### config.mk
export PLATFORM = sky130hd
export DESIGN_NAME = can_err_counters
export DESIGN_NICKNAME = d
export VERILOG_FILES = /design/src/rtl/can_ec_pkg.sv /design/src/rtl/can_ec_txcnt.sv /design/src/rtl/can_ec_rxcnt.sv /design/src/rtl/can_ec_hostif.sv /design/src/rtl/can_err_counters.sv
export SDC_FILE = /design/constraint.sdc
export NUM_CORES = 1
export LEC_CHECK = 0
export BUFFER_PORTS_ARGS = -buffer_cell sky130_fd_sc_hd__buf_2
export CAP_MARGIN = 25
export CORE_AREA = 2 2 73 68
export DETAILED_ROUTE_END_ITERATION = 6
export DIE_AREA = 0 0 75 70
export GPL_ROUTABILITY_DRIVEN = 0
export PLACE_DENSITY_LB_ADDON = 0.08
export SYNTH_ARGS = -nofsm -noshare
export SYNTH_HDL_FRONTEND = slang
export SYNTH_SLANG_ARGS = --single-unit
### constraint.sdc
create_clock -name clk -period 2.8 [get_ports clk]
set_input_delay 0.14 -clock clk [delete_from_list [all_inputs] [get_ports clk]]
set_output_delay 0.14 -clock clk [all_outputs]
set_load 0.03 [all_outputs]
### src/rtl/can_ec_pkg.sv
package can_ec_pkg;
  localparam int          EC_CNT_W     = 8;
  localparam int          EC_TX_STEP   = 8;
  localparam int          EC_PASS_LIM  = 127;
  localparam int          EC_RX_BOUNCE = 120;
  localparam int          EC_TSEL_W    = 3;
  localparam logic [2:0]  EC_TSEL_WR   = 3'b100;
endpackage

### src/rtl/can_ec_txcnt.sv
module can_ec_txcnt #(
  parameter int CNT_W = 8,
  parameter int STEP  = 8
) (
  input  logic           clk,
  input  logic           rst_n,
  input  logic           clr,
  input  logic           load,
  input  logic [CNT_W-1:0] load_val,
  input  logic           freeze,
  input  logic           inc,
  input  logic           dec,
  output logic [CNT_W:0] cnt
);
  localparam int W = CNT_W + 1;
  localparam logic [W-1:0] STEP_V = W'(STEP);
  localparam logic [W-1:0] ONE_V  = W'(1);

  logic [W-1:0] cnt_q, cnt_d;

  always_comb begin
    cnt_d = cnt_q;
    if (clr)                       cnt_d = '0;
    else if (load)                 cnt_d = {1'b0, load_val};
    else if (freeze)               cnt_d = cnt_q;
    else if (inc)                  cnt_d = cnt_q + STEP_V;
    else if (dec && cnt_q != '0)   cnt_d = cnt_q - ONE_V;
  end

  always_ff @(posedge clk or negedge rst_n)
    if (!rst_n) cnt_q <= '0;
    else        cnt_q <= cnt_d;

  assign cnt = cnt_q;
endmodule

### src/rtl/can_ec_rxcnt.sv
module can_ec_rxcnt #(
  parameter int CNT_W  = 8,
  parameter int LIM    = 127,
  parameter int BOUNCE = 120
) (
  input  logic             clk,
  input  logic             rst_n,
  input  logic             clr,
  input  logic             load,
  input  logic [CNT_W-1:0] load_val,
  input  logic             freeze,
  input  logic             inc,
  input  logic             dec,
  output logic [CNT_W-1:0] cnt
);
  localparam logic [CNT_W-1:0] LIM_V    = CNT_W'(LIM);
  localparam logic [CNT_W-1:0] BOUNCE_V = CNT_W'(BOUNCE);
  localparam logic [CNT_W-1:0] ONE_V    = CNT_W'(1);
  localparam logic [CNT_W-1:0] MAX_V    = '1;

  logic [CNT_W-1:0] cnt_q, cnt_d;

  always_comb begin
    cnt_d = cnt_q;
    if (clr)         cnt_d = '0;
    else if (load)   cnt_d = load_val;
    else if (freeze) cnt_d = cnt_q;
    else if (inc) begin
      if (cnt_q != MAX_V) cnt_d = cnt_q + ONE_V;
    end else if (dec) begin
      if (cnt_q > LIM_V)       cnt_d = BOUNCE_V;
      else if (cnt_q != '0)    cnt_d = cnt_q - ONE_V;
    end
  end

  always_ff @(posedge clk or negedge rst_n)
    if (!rst_n) cnt_q <= '0;
    else        cnt_q <= cnt_d;

  assign cnt = cnt_q;
endmodule

### src/rtl/can_ec_hostif.sv
module can_ec_hostif #(
  parameter int            CNT_W  = 8,
  parameter int            TSEL_W = 3,
  parameter logic [TSEL_W-1:0] TSEL_WR = 3'b100
) (
  input  logic               clk,
  input  logic               rst_n,
  input  logic [TSEL_W-1:0]  test_sel,
  input  logic               halt_mode,
  input  logic               host_wr,
  input  logic               host_rd,
  input  logic [CNT_W:0]     tx_cnt,
  input  logic [CNT_W-1:0]   rx_cnt,
  output logic               wr_go,
  output logic [2*CNT_W-1:0] rdata
);
  logic [CNT_W-1:0]   tx_view;
  logic [2*CNT_W-1:0] rdata_q;

  assign wr_go   = host_wr && halt_mode && (test_sel == TSEL_WR);
  assign tx_view = tx_cnt[CNT_W] ? '1 : tx_cnt[CNT_W-1:0];

  always_ff @(posedge clk or negedge rst_n)
    if (!rst_n)       rdata_q <= '0;
    else if (host_rd) rdata_q <= {tx_view, rx_cnt};

  assign rdata = rdata_q;
endmodule

### src/rtl/can_err_counters.sv
module can_err_counters
  import can_ec_pkg::*;
#(
  parameter int CNT_W    = EC_CNT_W,
  parameter int TX_STEP  = EC_TX_STEP,
  parameter int PASS_LIM = EC_PASS_LIM,
  parameter int RX_BOUNCE = EC_RX_BOUNCE
) (
  input  logic                 clk,
  input  logic                 rst_n,
  input  logic                 reset_req,
  input  logic                 halt_mode,
  input  logic [EC_TSEL_W-1:0] test_sel,
  input  logic                 ev_tx_err,
  input  logic                 ev_tx_ok,
  input  logic                 ev_rx_err,
  input  logic                 ev_rx_ok,
  input  logic                 host_wr,
  input  logic [2*CNT_W-1:0]   host_wdata,
  input  logic                 host_rd,
  output logic [2*CNT_W-1:0]   host_rdata,
  output logic                 err_passive,
  output logic                 bus_off
);
  localparam logic [CNT_W:0] PASS_V = (CNT_W+1)'(PASS_LIM);

  logic [CNT_W:0]   tx_cnt;
  logic [CNT_W-1:0] rx_cnt;
  logic             boff_q, boff_entry, clr, wr_go;

  assign boff_entry = tx_cnt[CNT_W] && !boff_q;
  assign clr        = reset_req || boff_entry;

  always_ff @(posedge clk or negedge rst_n)
    if (!rst_n)          boff_q <= 1'b0;
    else if (reset_req)  boff_q <= 1'b0;
    else if (boff_entry) boff_q <= 1'b1;

  can_ec_hostif #(.CNT_W(CNT_W), .TSEL_W(EC_TSEL_W), .TSEL_WR(EC_TSEL_WR)) u_host (
    .clk(clk), .rst_n(rst_n), .test_sel(test_sel), .halt_mode(halt_mode),
    .host_wr(host_wr), .host_rd(host_rd), .tx_cnt(tx_cnt), .rx_cnt(rx_cnt),
    .wr_go(wr_go), .rdata(host_rdata)
  );

  can_ec_txcnt #(.CNT_W(CNT_W), .STEP(TX_STEP)) u_tx (
    .clk(clk), .rst_n(rst_n), .clr(clr), .load(wr_go),
    .load_val(host_wdata[2*CNT_W-1:CNT_W]), .freeze(boff_q),
    .inc(ev_tx_err), .dec(ev_tx_ok), .cnt(tx_cnt)
  );

  can_ec_rxcnt #(.CNT_W(CNT_W), .LIM(PASS_LIM), .BOUNCE(RX_BOUNCE)) u_rx (
    .clk(clk), .rst_n(rst_n), .clr(clr), .load(wr_go),
    .load_val(host_wdata[2*CNT_W-1:CNT_W]), .freeze(boff_q),
    .inc(ev_rx_err), .dec(ev_rx_ok), .cnt(rx_cnt)
  );

  assign bus_off     = boff_q;
  assign err_passive = !boff_q && ((tx_cnt > PASS_V) || ({1'b0, rx_cnt} > PASS_V));
endmodule

# After elaboration in Yosys (flattened, before gate mapping)
# Cells that the tools add are included.
[totals]
output_inout_bits = 18
word_cells = 47
inputBits = 29
mem_count = 0
mem_bits_ro = 0
ramBits = 0
latchBits = 0
register_bits = 34
[op_classes]
multipliers = 0
magnitude_cmp = 3
div = 0
n_shift = 0
n_mux = 16
eq_ne = 4
bitwise_logic = 0
reduce_logical = 16
add_sub_neg = 4
[op_table]
columns = ["op", "n"]
rows = [
  ["$mux 8", 9],
  ["$mux 9", 5],
  ["$gt 8x7->1 const B", 2],
  ["$add 9x4->9 const B", 1],
  ["$gt 9x7->1 const B", 1],
  ["$reduce_bool 9->1", 1],
  ["$sub 9x1->9 const B", 1],
  ["$add 8x1->8 const B", 1],
  ["$ne 8x8->1 const B", 1],
  ["$reduce_bool 4->1", 2],
  ["$reduce_bool 8->1", 1],
  ["$sub 8x1->8 const B", 1],
  ["$logic_and 1x1->1", 5],
  ["$reduce_bool 5->1", 1],
  ["$ne 4x1->1 const B", 1],
  ["$reduce_and 4->1", 1],
  ["$eq 3x3->1 const B", 1],
  ["$ne 3x1->1 const B", 1],
  ["$logic_or 1x1->1", 2],
  ["$mux 1", 2],
  ["$reduce_and 2->1", 1],
  ["$reduce_bool 2->1", 1],
  ["$logic_not 1->1", 1],
]

# Longest topological paths before layout
# Gate-level depths: netlist (run 1).
[logic_depth]
word_depth = 8
mapped_depth = 9
ltp_nobuf = 7

# Hierarchy
# From an unflattened synthesis (run 1), not the netlist that was laid out.
[hier_totals]
cells_unflattened = 257
area_unflattened_um2 = 2283.4
[modules_own_cells]
columns = ["module", "seq_area_each_um2", "n_inst", "area_each_um2", "cells_per_inst"]
rows = [
  ["can_ec_rxcnt", 200.2, 1, 832.0, 107],
  ["can_ec_txcnt", 225.2, 1, 743.2, 89],
  ["can_ec_hostif", 400.4, 1, 655.6, 54],
  ["can_err_counters", 25.0, 1, 52.6, 7],
]

# Worst setup path before layout (run 1)
# No wires, ideal clock.
[synth_timing]
kind = "reg2reg"
from = "register u_rx.cnt_q[4], in the netlist u_rx.cnt[4]"
to = "register u_rx.cnt_q[4], in the netlist u_rx.cnt[4]"
path_stages_with_launch = 7
slack_ns = 0.828
t_required_ns = 2.675
synth_period_minus_slack_ns = 1.972
n_path_buf = 2
arrival_ns = 1.847
path_cell_list = "dfrtp_1 buf_6 or4_4 o31ai_4 nand4_2 buf_6 mux2_4"
[synth_via]
elab_chain_cells = 8
elab_cells_between_ends = 16
cone_classes = "add/sub: 2; order compare: 1; eq/ne: 2; mux: 8; reduce/logical: 3"
[synth_lines]
columns = ["item", "line", "source"]
rows = [
  ["start: declaration", "can_ec_rxcnt.sv:21", "logic [CNT_W-1:0] cnt_q, cnt_d;"],
  ["start signal: assignment", "can_ec_rxcnt.sv:38", "else cnt_q <= cnt_d;"],
  ["$sub 8x1->8", "can_ec_rxcnt.sv:32", "else if (cnt_q != '0) cnt_d = cnt_q - ONE_V;"],
  ["$mux 8", "can_ec_rxcnt.sv:32", ""],
  ["$mux 8", "can_ec_rxcnt.sv:31", "if (cnt_q > LIM_V) cnt_d = BOUNCE_V;"],
  ["$mux 8", "can_ec_rxcnt.sv:30", "end else if (dec) begin"],
  ["$mux 8", "can_ec_rxcnt.sv:28", "else if (inc) begin"],
  ["$mux 8", "can_ec_rxcnt.sv:27", "else if (freeze) cnt_d = cnt_q;"],
  ["$mux 8", "can_ec_rxcnt.sv:26", "else if (load) cnt_d = load_val;"],
  ["$mux 8", "can_ec_rxcnt.sv:25", "if (clr) cnt_d = '0;"],
]
# Several ways; a longest one is shown, not always the timed one. The select of a mux whose other input is x is not followed.
# A chain may end at the register's enable or synchronous reset.

# Worst setup path after layout (run 1)
[layout_timing]
from = "register u_rx.cnt_q[2], in the netlist u_rx.cnt[2]"
to = "register u_rx.cnt_q[4], in the netlist u_rx.cnt[4]"
# The elaborated chain is that of the path after synthesis.

==> results of run 1 <==
## routing by layer
metal	vias to the layer above	track usage, %	share of wire (%)	wire, microns
met3	2	3.463	5.7	283
met1	858	31.95	50	2454
met4	0	3.770	0.51	25
li1	908	-	-	-
met5	-	0	0	0
met2	62	30.21	44	2169
## cell usage after synthesis (2+ instances only)
cell type and instances:
buf_2 2, nand2b_1 2, a31oi_1 3, o31ai_1 3
or4_4 2, nor3b_1 4, xnor2_1 11, a21oi_1 20
a221oi_1 3, inv_1 12, or4_1 2, nor3_1 4
and4_1 2, buf_6 2, xor2_1 5, dfrtp_1 34
o21ai_0 14, o22ai_1 2, ha_1 9, nand2_1 9
mux2_2 11, and3_1 2, clkbuf_1 15, a221o_1 3
nand4_1 5, nand3_1 7, nor2_1 30
## worst max-delay path, cell delays in order, from the launching register on
cell	delay (ns)
dfrtp_1	0.53
or4_4	0.57
o31ai_4	0.24
nand4_2	0.34
mux2_4	0.41
## per-stage QoR
stage / total power [uW] / area, sq um
finish: 2887 / 2496
global placement: 2494 / 2395
global route: 3130 / 2496
detailed placement: 2520 / 2395
CTS: 2899 / 2496
floorplan: 2176 / 2198
## how the worst min path moves through the flow
stage	slack (ns)	depth (start not counted)	from	to
after floorplan	-0.16	0	rst_n	bus_off
after global placement	0.26	1	rst_n	u_host.rdata[14]
after global routing	0.03	2	reset_req	bus_off
after CTS	0.03	2	reset_req	bus_off
final	0.03	2	reset_req	bus_off
after detailed placement	0.26	1	rst_n	u_host.rdata[14]
## area by class of cell
| cell class | count | area, sq um |
|---|---|---|
| clock buffer | 7 | 86.33 |
| clock inverter | 1 | 5.005 |
| fill | 445 | 2098 |
| inverter | 12 | 45.04 |
| multi-input combinational | 174 | 1205 |
| sequential | 34 | 850.8 |
| tap | 65 | 81.33 |
| timing repair buffer | 42 | 222.7 |
## sequential cells by signal, summed over array words and instances, names as in the netlist
name and flops:
bus_off 1, u_host.rdata 16, u_rx.cnt 8, u_tx.cnt 9
## power breakdown
part	internal, uW	leakage (uW)	switching (uW)
combinational	662	0.000634	877
clock	198	0.0000482	171
sequential	695	0.000440	282
## kinds of logic (layout without fill, tap and decap cells)
group           Yosys count  count (layout)  synth area share, %
xor+xnor                 16              16                6.374
fa+ha+maj                 9               9                5.122
buf+inv                  33              62                6.488
compound gates           59              59                17.99
mux                      13              13                6.773
simple gates             77              77                18.55
flops                    34              34                38.70
## timing repair
item | 4_1_cts | 5_1_grt
buffers inserted | 0 | 0
hold endpoints to repair | 34 | 0
hold buffers | 1 | 0
==> results.yml, run 1 <==
outcome:
  run_status: "complete, no violations"
yosys:
  synth_edf_count: 0
  ys_warn_count: 0
  synth_nets: 279
  async_flop_share_pct: 100.0
  synth_top_area_share_pct: 38.70
  synth-seq-cells: 34
  netlist_top_cells_area: "dfrtp_1 (39%), mux2_2 (5.6%), ha_1 (5.1%), nor2_1 (5.1%), a21oi_1 (4.6%)"
  postSynthCellCount: 241
  synth_area_sq_mm: 0.002198
  synth_top_area_cell: "dfrtp_1"
  syn_avg_cell_area_sq_um: 9.122
  ys.flop_type: "dfrtp_1"
  synth-seq-area-share_pct: 38.70
  yosysUniqueCellTypes: 50
routing:
  post_drt_wl_per_cell_microns: 14.72
  viasPerCell: 5.463
  drtAntennaViolNets: 0
  drt-total-wl_microns: 4932
  drt_first_pass_iters: 4
  dr.first_iter.drc_count: 126
  vias: 1830
  drc: 0
worst_setup_path:
  r2r_end: "u_rx.cnt[4]"
  reg2reg_slack_ns: 0.59
  worstRegToRegCells: 4
  crit_arrival_ns: 2.37
  cp-endpoint: "u_rx.cnt[4]"
  crit_path_start_kind: "flip-flop"
  worstSetupEndpointType: "flip-flop"
  required_ns: 2.96
  worstSetupStartpoint: "u_rx.cnt[2]"
  critPathKind: "flip-flop to flip-flop"
  r2r-start: "u_rx.cnt[2]"
  critPathMaxFanout: 14
finish:
  diodes: 0
  mostFrequentLayoutCells: "buf_2 (38), dfrtp_1 (34), nor2_1 (30)"
  final_common_cell: "buf_2"
  stdcell_count: 335
  final_util_pct: 54.33
  nets: 307
  area_delta_synth_final_pct: 13.55
  drive_gt1_share_pct: 24.81
floorplanning:
  fp-row-count: 24
  dieArea_sq_mm: 0.005250
  die_w_microns: 75
  io_pins: 47
  coreArea_sq_mm: 0.004594
  start_util_pct: 47.85
  die_h_microns: 70
placement:
  place_inst: 326
  dp_slack_ns: 0.6174
  place.port_buffers: 38
  dp_hpwl_microns: 3557
clocking:
  clk-insertion-delay-late_ns: 0.28
  clk_pin_slew_worst_paths_ns: 0.07
  cts_buffers: 5
  cts_buffer_depth: 2
  cts_sinks: 34
  h-tree-depth: 2
  cts-root-buf: "clkbuf_8"
  cts_resized: 0
  tritoncts: "built"
power:
  p_per_area_mw_per_mm2: 1156
  irDropWorstVdd_mv: 0.4391
  leakage_uw: 0.001122
global_route:
  grt_max_degree: 35
  track_usage_pct: 20.59
  overflow: 0
  antenna_found_initial: 0
  grt_pass1_vias: 1749
  grt_pass1_wl_microns: 8445
sta:
  fmax_ghz: 0.4516
  skew_ns: 0.004732
  worst_pin_slew_ns: 0.7578
  hold_viol: 0
  fin_setup_tns_ns: 0
  whs_ns: 0.03422
  final-setup-viol-count: 0
  rsz0062_at_grt: "no"
  maxSlewViolCount: 0
  layout_min_cycle_time_ns: 2.214
  setup_ws_ns: 0.5856
  timing.slew.headroom_pct: 49.48
  min_period_over_period_pct: 79.08
worst_hold_path:
  hp-class: "input pin to flip-flop"
run:
  maxCapViolCount: 0
No activity file was read; power rests on OpenSTA's default activity.
==> run 2: changes to the inputs <==
Settings changed: CORE_AREA 2 2 73 68 to 2 2 74 69, DIE_AREA 0 0 75 70 to 0 0 76 71.
Clock period 2.8 ns to 1.9 ns, I/O delays scaled along.
==> results.yml, run 2 (same netlist as run 1, synthesis figures left out) <==
outcome:
  run_status: "complete, no violations"
sta:
  layout_min_cycle_time_ns: 1.853
  hold_viol: 0
  fmax_ghz: 0.5395
  skew_ns: 0.006635
  worst_pin_slew_ns: 0.7521
  timing.slew.headroom_pct: 49.86
  final-setup-viol-count: 0
  rsz0062_at_grt: "yes"
  maxSlewViolCount: 0
  min_period_over_period_pct: 97.55
finish:
  nets: 338
  stdcell_count: 365
  area_delta_synth_final_pct: 25.44
  final_common_cell: "buf_2"
  largest_register_ffs: 16
  mostFrequentLayoutCells: "buf_2 (38), dfrtp_1 (34), buf_4 (32)"
  n_fill_cell: 435
  final_area_sq_mm: 0.002758
  drive_gt1_share_pct: 35.00
  diodes: 0
  final_util_pct: 59.25
run:
  maxCapViolCount: 0
floorplanning:
  fp-row-count: 24
  coreArea_sq_mm: 0.004654
  die_w_microns: 76
  dieArea_sq_mm: 0.005396
  io_pins: 47
  start_util_pct: 47.23
  die_h_microns: 71
clocking:
  clk_pin_slew_worst_paths_ns: 0.07
  cts_buffer_depth: 2
  cts_sinks: 34
  h-tree-depth: 2
  clk-insertion-delay-late_ns: 0.29
  cts_buffers: 5
  tritoncts: "built"
  cts-root-buf: "clkbuf_8"
routing:
  drt_first_pass_iters: 4
  vias: 1953
  drtAntennaViolNets: 0
  post_drt_wl_per_cell_microns: 14.92
  drc: 0
  dr.first_iter.drc_count: 85
  viasPerCell: 5.351
  drt-total-wl_microns: 5446
worst_setup_path:
  required_ns: 2.07
  r2r_end: "u_tx.cnt[6]"
  r2r-start: "u_tx.cnt[4]"
  worstSetupEndpointType: "flip-flop"
  worstRegToRegCells: 5
  crit_path_start_kind: "flip-flop"
  reg2reg_slack_ns: 0.05
  critPathMaxFanout: 5
  crit_arrival_ns: 2.02
  critPathKind: "flip-flop to flip-flop"
worst_hold_path:
  hp-start: "host_wdata[14]"
  whs_path_depth: 3
  hp-class: "input pin to flip-flop"
  holdPathEnd: "u_tx.cnt[6]"
placement:
  place_inst: 353
  place.port_buffers: 38
  placed_area_sq_mm: 0.002601
  dp_hpwl_microns: 4088
global_route:
  track_usage_pct: 21.30
  overflow: 0
  grt_max_degree: 35
  grt_pass1_vias: 1910
  grt_pass1_wl_microns: 9094
  antenna_found_initial: 0
power:
  leakage_uw: 0.001282
  finalPower_uw: 4691
  p_per_area_mw_per_mm2: 1701
  irDropWorstVdd_mv: 0.6336
## run 2: area by class of cell
type | count | area [sq um] | share of cell area, %
clock buffer | 5 | 68.82 | 2.495
clock inverter | 2 | 10.01 | 0.3630
inverter | 12 | 45.04 | 1.633
multi-input combinational | 174 | 1240 | 44.96
sequential | 34 | 850.8 | 30.85
tap | 65 | 81.33 | 2.949
timing repair buffer | 73 | 461.7 | 16.74
## run 2: metrics by stage
stage | hold slack, ns | worst slack, ns | TNS (ns)
after floorplan | -0.2006 | 0.02120 | 0
after global placement | 0.2077 | 0.02086 | 0
after detailed placement | 0.2088 | -0.02744 | -0.04514
after CTS | 0.1073 | 0.01361 | 0
after global routing | 0.1093 | -0.03182 | -0.07555
final | 0.1111 | 0.04658 | 0
## run 2: power breakdown
group	switching, uW	internal [uW]	total [uW]
clock network	260	246	506
registers	184	1030	1210
logic	1660	1320	2970
total	2100	2590	4690
## run 2: worst max path at each step
stage                 from     endpoint  cells after the start
6_report       u_tx.cnt[4]  u_tx.cnt[6]                      5
5_1_grt        u_tx.cnt[0]  u_tx.cnt[6]                      8
4_1_cts        u_tx.cnt[1]  u_tx.cnt[1]                      7
3_5_place_dp   u_rx.cnt[2]  u_rx.cnt[5]                      6
3_3_place_gp   u_rx.cnt[2]  u_rx.cnt[5]                      6
2_1_floorplan  u_tx.cnt[3]  u_tx.cnt[6]                      6
## run 2: per-layer routing
layer | vias up | share of wire, % | global-route usage (%)
met5 | - | 0 | 0
met3 | 7 | 6.3 | 3.954
met4 | 0 | 0.95 | 5.657
met2 | 66 | 43 | 32.54
li1 | 968 | - | -
met1 | 912 | 49 | 31.38
## run 2: timing repair
action,4_1_cts,5_1_grt
buffers inserted,0,3
setup endpoints to repair,4,10
resized for setup,1,8
cloned,0,0
endpoints found under the hold margin,35,0
hold buffers,2,0
pin swaps,0,1
## run 2: critical path, stage by stage (launching register included)
cell and delay (ns):
dfrtp_1 0.38, or4_4 0.58, or2_1 0.26, a221oi_2 0.28, xnor2_1 0.16, o21ai_1 0.08
==> run 3: changes to the inputs <==
--- a/config.mk
+++ b/config.mk
@@ -12,4 +12,5 @@
 export DIE_AREA = 0 0 76 71
 export GPL_ROUTABILITY_DRIVEN = 0
+export MAX_ROUTING_LAYER = met4
 export PLACE_DENSITY_LB_ADDON = 0.08
 export SYNTH_ARGS = -nofsm -noshare
==> constraint.sdc (replaced) <==
create_clock -name clk -period 1.9 [get_ports clk]
set_input_delay 0.38 -clock clk [delete_from_list [all_inputs] [get_ports clk]]
set_output_delay 0.38 -clock clk [all_outputs]
set_load 0.03 [all_outputs]
==> results.yml, run 3 (same netlist as run 1, synthesis figures left out) <==
sta:
  maxSlewViolCount: 0
  fin_setup_tns_ns: -0.1788
  rsz0062_at_grt: "yes"
  whs_ns: 0.03916
  timing.slew.headroom_pct: 70.76
  worst_pin_slew_ns: 0.4386
  skew_ns: 0.005374
  fmax_ghz: 0.5079
  setup_ws_ns: -0.06909
  hold_viol: 0
  min_period_over_period_pct: 103.6
  final-setup-viol-count: 4
  layout_min_cycle_time_ns: 1.969
clocking:
  cts_buffer_depth: 2
  clk-insertion-delay-late_ns: 0.29
  tritoncts: "built"
  clk_pin_slew_worst_paths_ns: 0.08
  h-tree-depth: 2
  cts-root-buf: "clkbuf_8"
  cts_buffers: 5
  cts_sinks: 34
  holdBufCountCts: 0
floorplanning:
  io_pins: 47
  fp-row-count: 24
  dieArea_sq_mm: 0.005396
  die_w_microns: 76
  die_h_microns: 71
  coreArea_sq_mm: 0.004654
  start_util_pct: 47.23
placement:
  dp_hpwl_microns: 4060
  dp_slack_ns: -0.03410
  place.port_buffers: 38
finish:
  nets: 345
  n_fill_cell: 400
  diodes: 0
  final_common_cell: "buf_2"
  area_delta_synth_final_pct: 33.75
  final_util_pct: 63.17
  largest_register_ffs: 16
  mostFrequentLayoutCells: "buf_2 (37), dfrtp_1 (34), buf_4 (33)"
  drive_gt1_share_pct: 40.26
worst_setup_path:
  worstSetupEndpointType: "output port"
  r2r-start: "u_tx.cnt[1]"
  crit_path_start_kind: "flip-flop"
  critPathKind: "flip-flop to output port"
  reg2reg_slack_ns: -0.05
  required_ns: 1.52
  r2r_end: "u_tx.cnt[6]"
  crit_arrival_ns: 1.59
  worstSetupStartpoint: "u_tx.cnt[3]"
  critPathMaxFanout: 2
  worstRegToRegCells: 8
global_route:
  track_usage_pct: 23.22
  grt_pass1_wl_microns: 9577
  grt_max_degree: 35
  antenna_found_initial: 0
  grt_pass1_vias: 1882
  overflow: 0
routing:
  drt_first_pass_iters: 4
  drc: 0
  post_drt_wl_per_cell_microns: 15.60
  dr.first_iter.drc_count: 100
  vias: 2015
  drt-total-wl_microns: 5820
  viasPerCell: 5.402
  drtAntennaViolNets: 0
power:
  irDropWorstVdd_mv: 0.6982
  leakage_uw: 0.001333
  p_per_area_mw_per_mm2: 1731
  finalPower_uw: 5090
worst_hold_path:
  hp-class: "input pin to async pin"
outcome:
  run_status: "finished with violations"
  violations: "negative setup slack"
run:
  maxCapViolCount: 0
==> run 3: worst max path at each step <==
| stage | cells after the start | slack [ns] | end |
|---|---|---|---|
| 3_3_place_gp | 6 | -0.04 | u_rx.cnt[5] |
| 4_1_cts | 6 | -0.04 | err_passive |
| 5_1_grt | 8 | -0.12 | u_tx.cnt[6] |
| 6_report | 6 | -0.07 | err_passive |
| 2_1_floorplan | 6 | 0.02 | u_tx.cnt[6] |
| 3_5_place_dp | 6 | -0.03 | u_rx.cnt[6] |
==> run 3: layout make-up <==
class | instances | area (sq um) | area share [%]
Clock buffer | 6 | 82.58 | 2.809
Clock inverter | 2 | 12.51 | 0.4255
Inverter | 12 | 45.04 | 1.532
Multi-Input combinational cell | 174 | 1305 | 44.38
Sequential cell | 34 | 850.8 | 28.94
Tap cell | 65 | 81.33 | 2.766
Timing Repair Buffer | 80 | 563.0 | 19.15
==> run 3: report_power, final <==
part | switching (uW) | leakage (uW) | internal (uW)
clock network | 278 | 0.0000472 | 291
registers | 210 | 0.000440 | 1030
logic | 1780 | 0.000846 | 1500
total | 2270 | 0.00133 | 2820
==> run 3: metrics by stage <==
step | instances | area, sq um
final | 373 | 2940
after global placement | 354 | 2634
after global routing | 373 | 2940
after floorplan | 241 | 2202
after detailed placement | 354 | 2634
after CTS | 368 | 2818
==> run 3: repair_timing <==
action | CTS | global route
pin swaps | 4 | 14
resized for setup | 9 | 23
setup buffers | 6 | 5
setup endpoints to repair | 8 | 14
hold endpoints to repair | 0 | 0
==> run 3: critical path, cell delays in order, from the launching register on <==
cell	delay [ns]
dfrtp_1	0.41
buf_12	0.13
ha_4	0.11
and4_1	0.17
nand4_1	0.11
a31oi_1	0.18
buf_4	0.19
==> run 3: per-layer routing <==
layer  wire (microns)  track usage [%]
met1             2851            34.20
met2             2605            33.33
met3              328            4.337
met4               36            5.253
met5                0                -
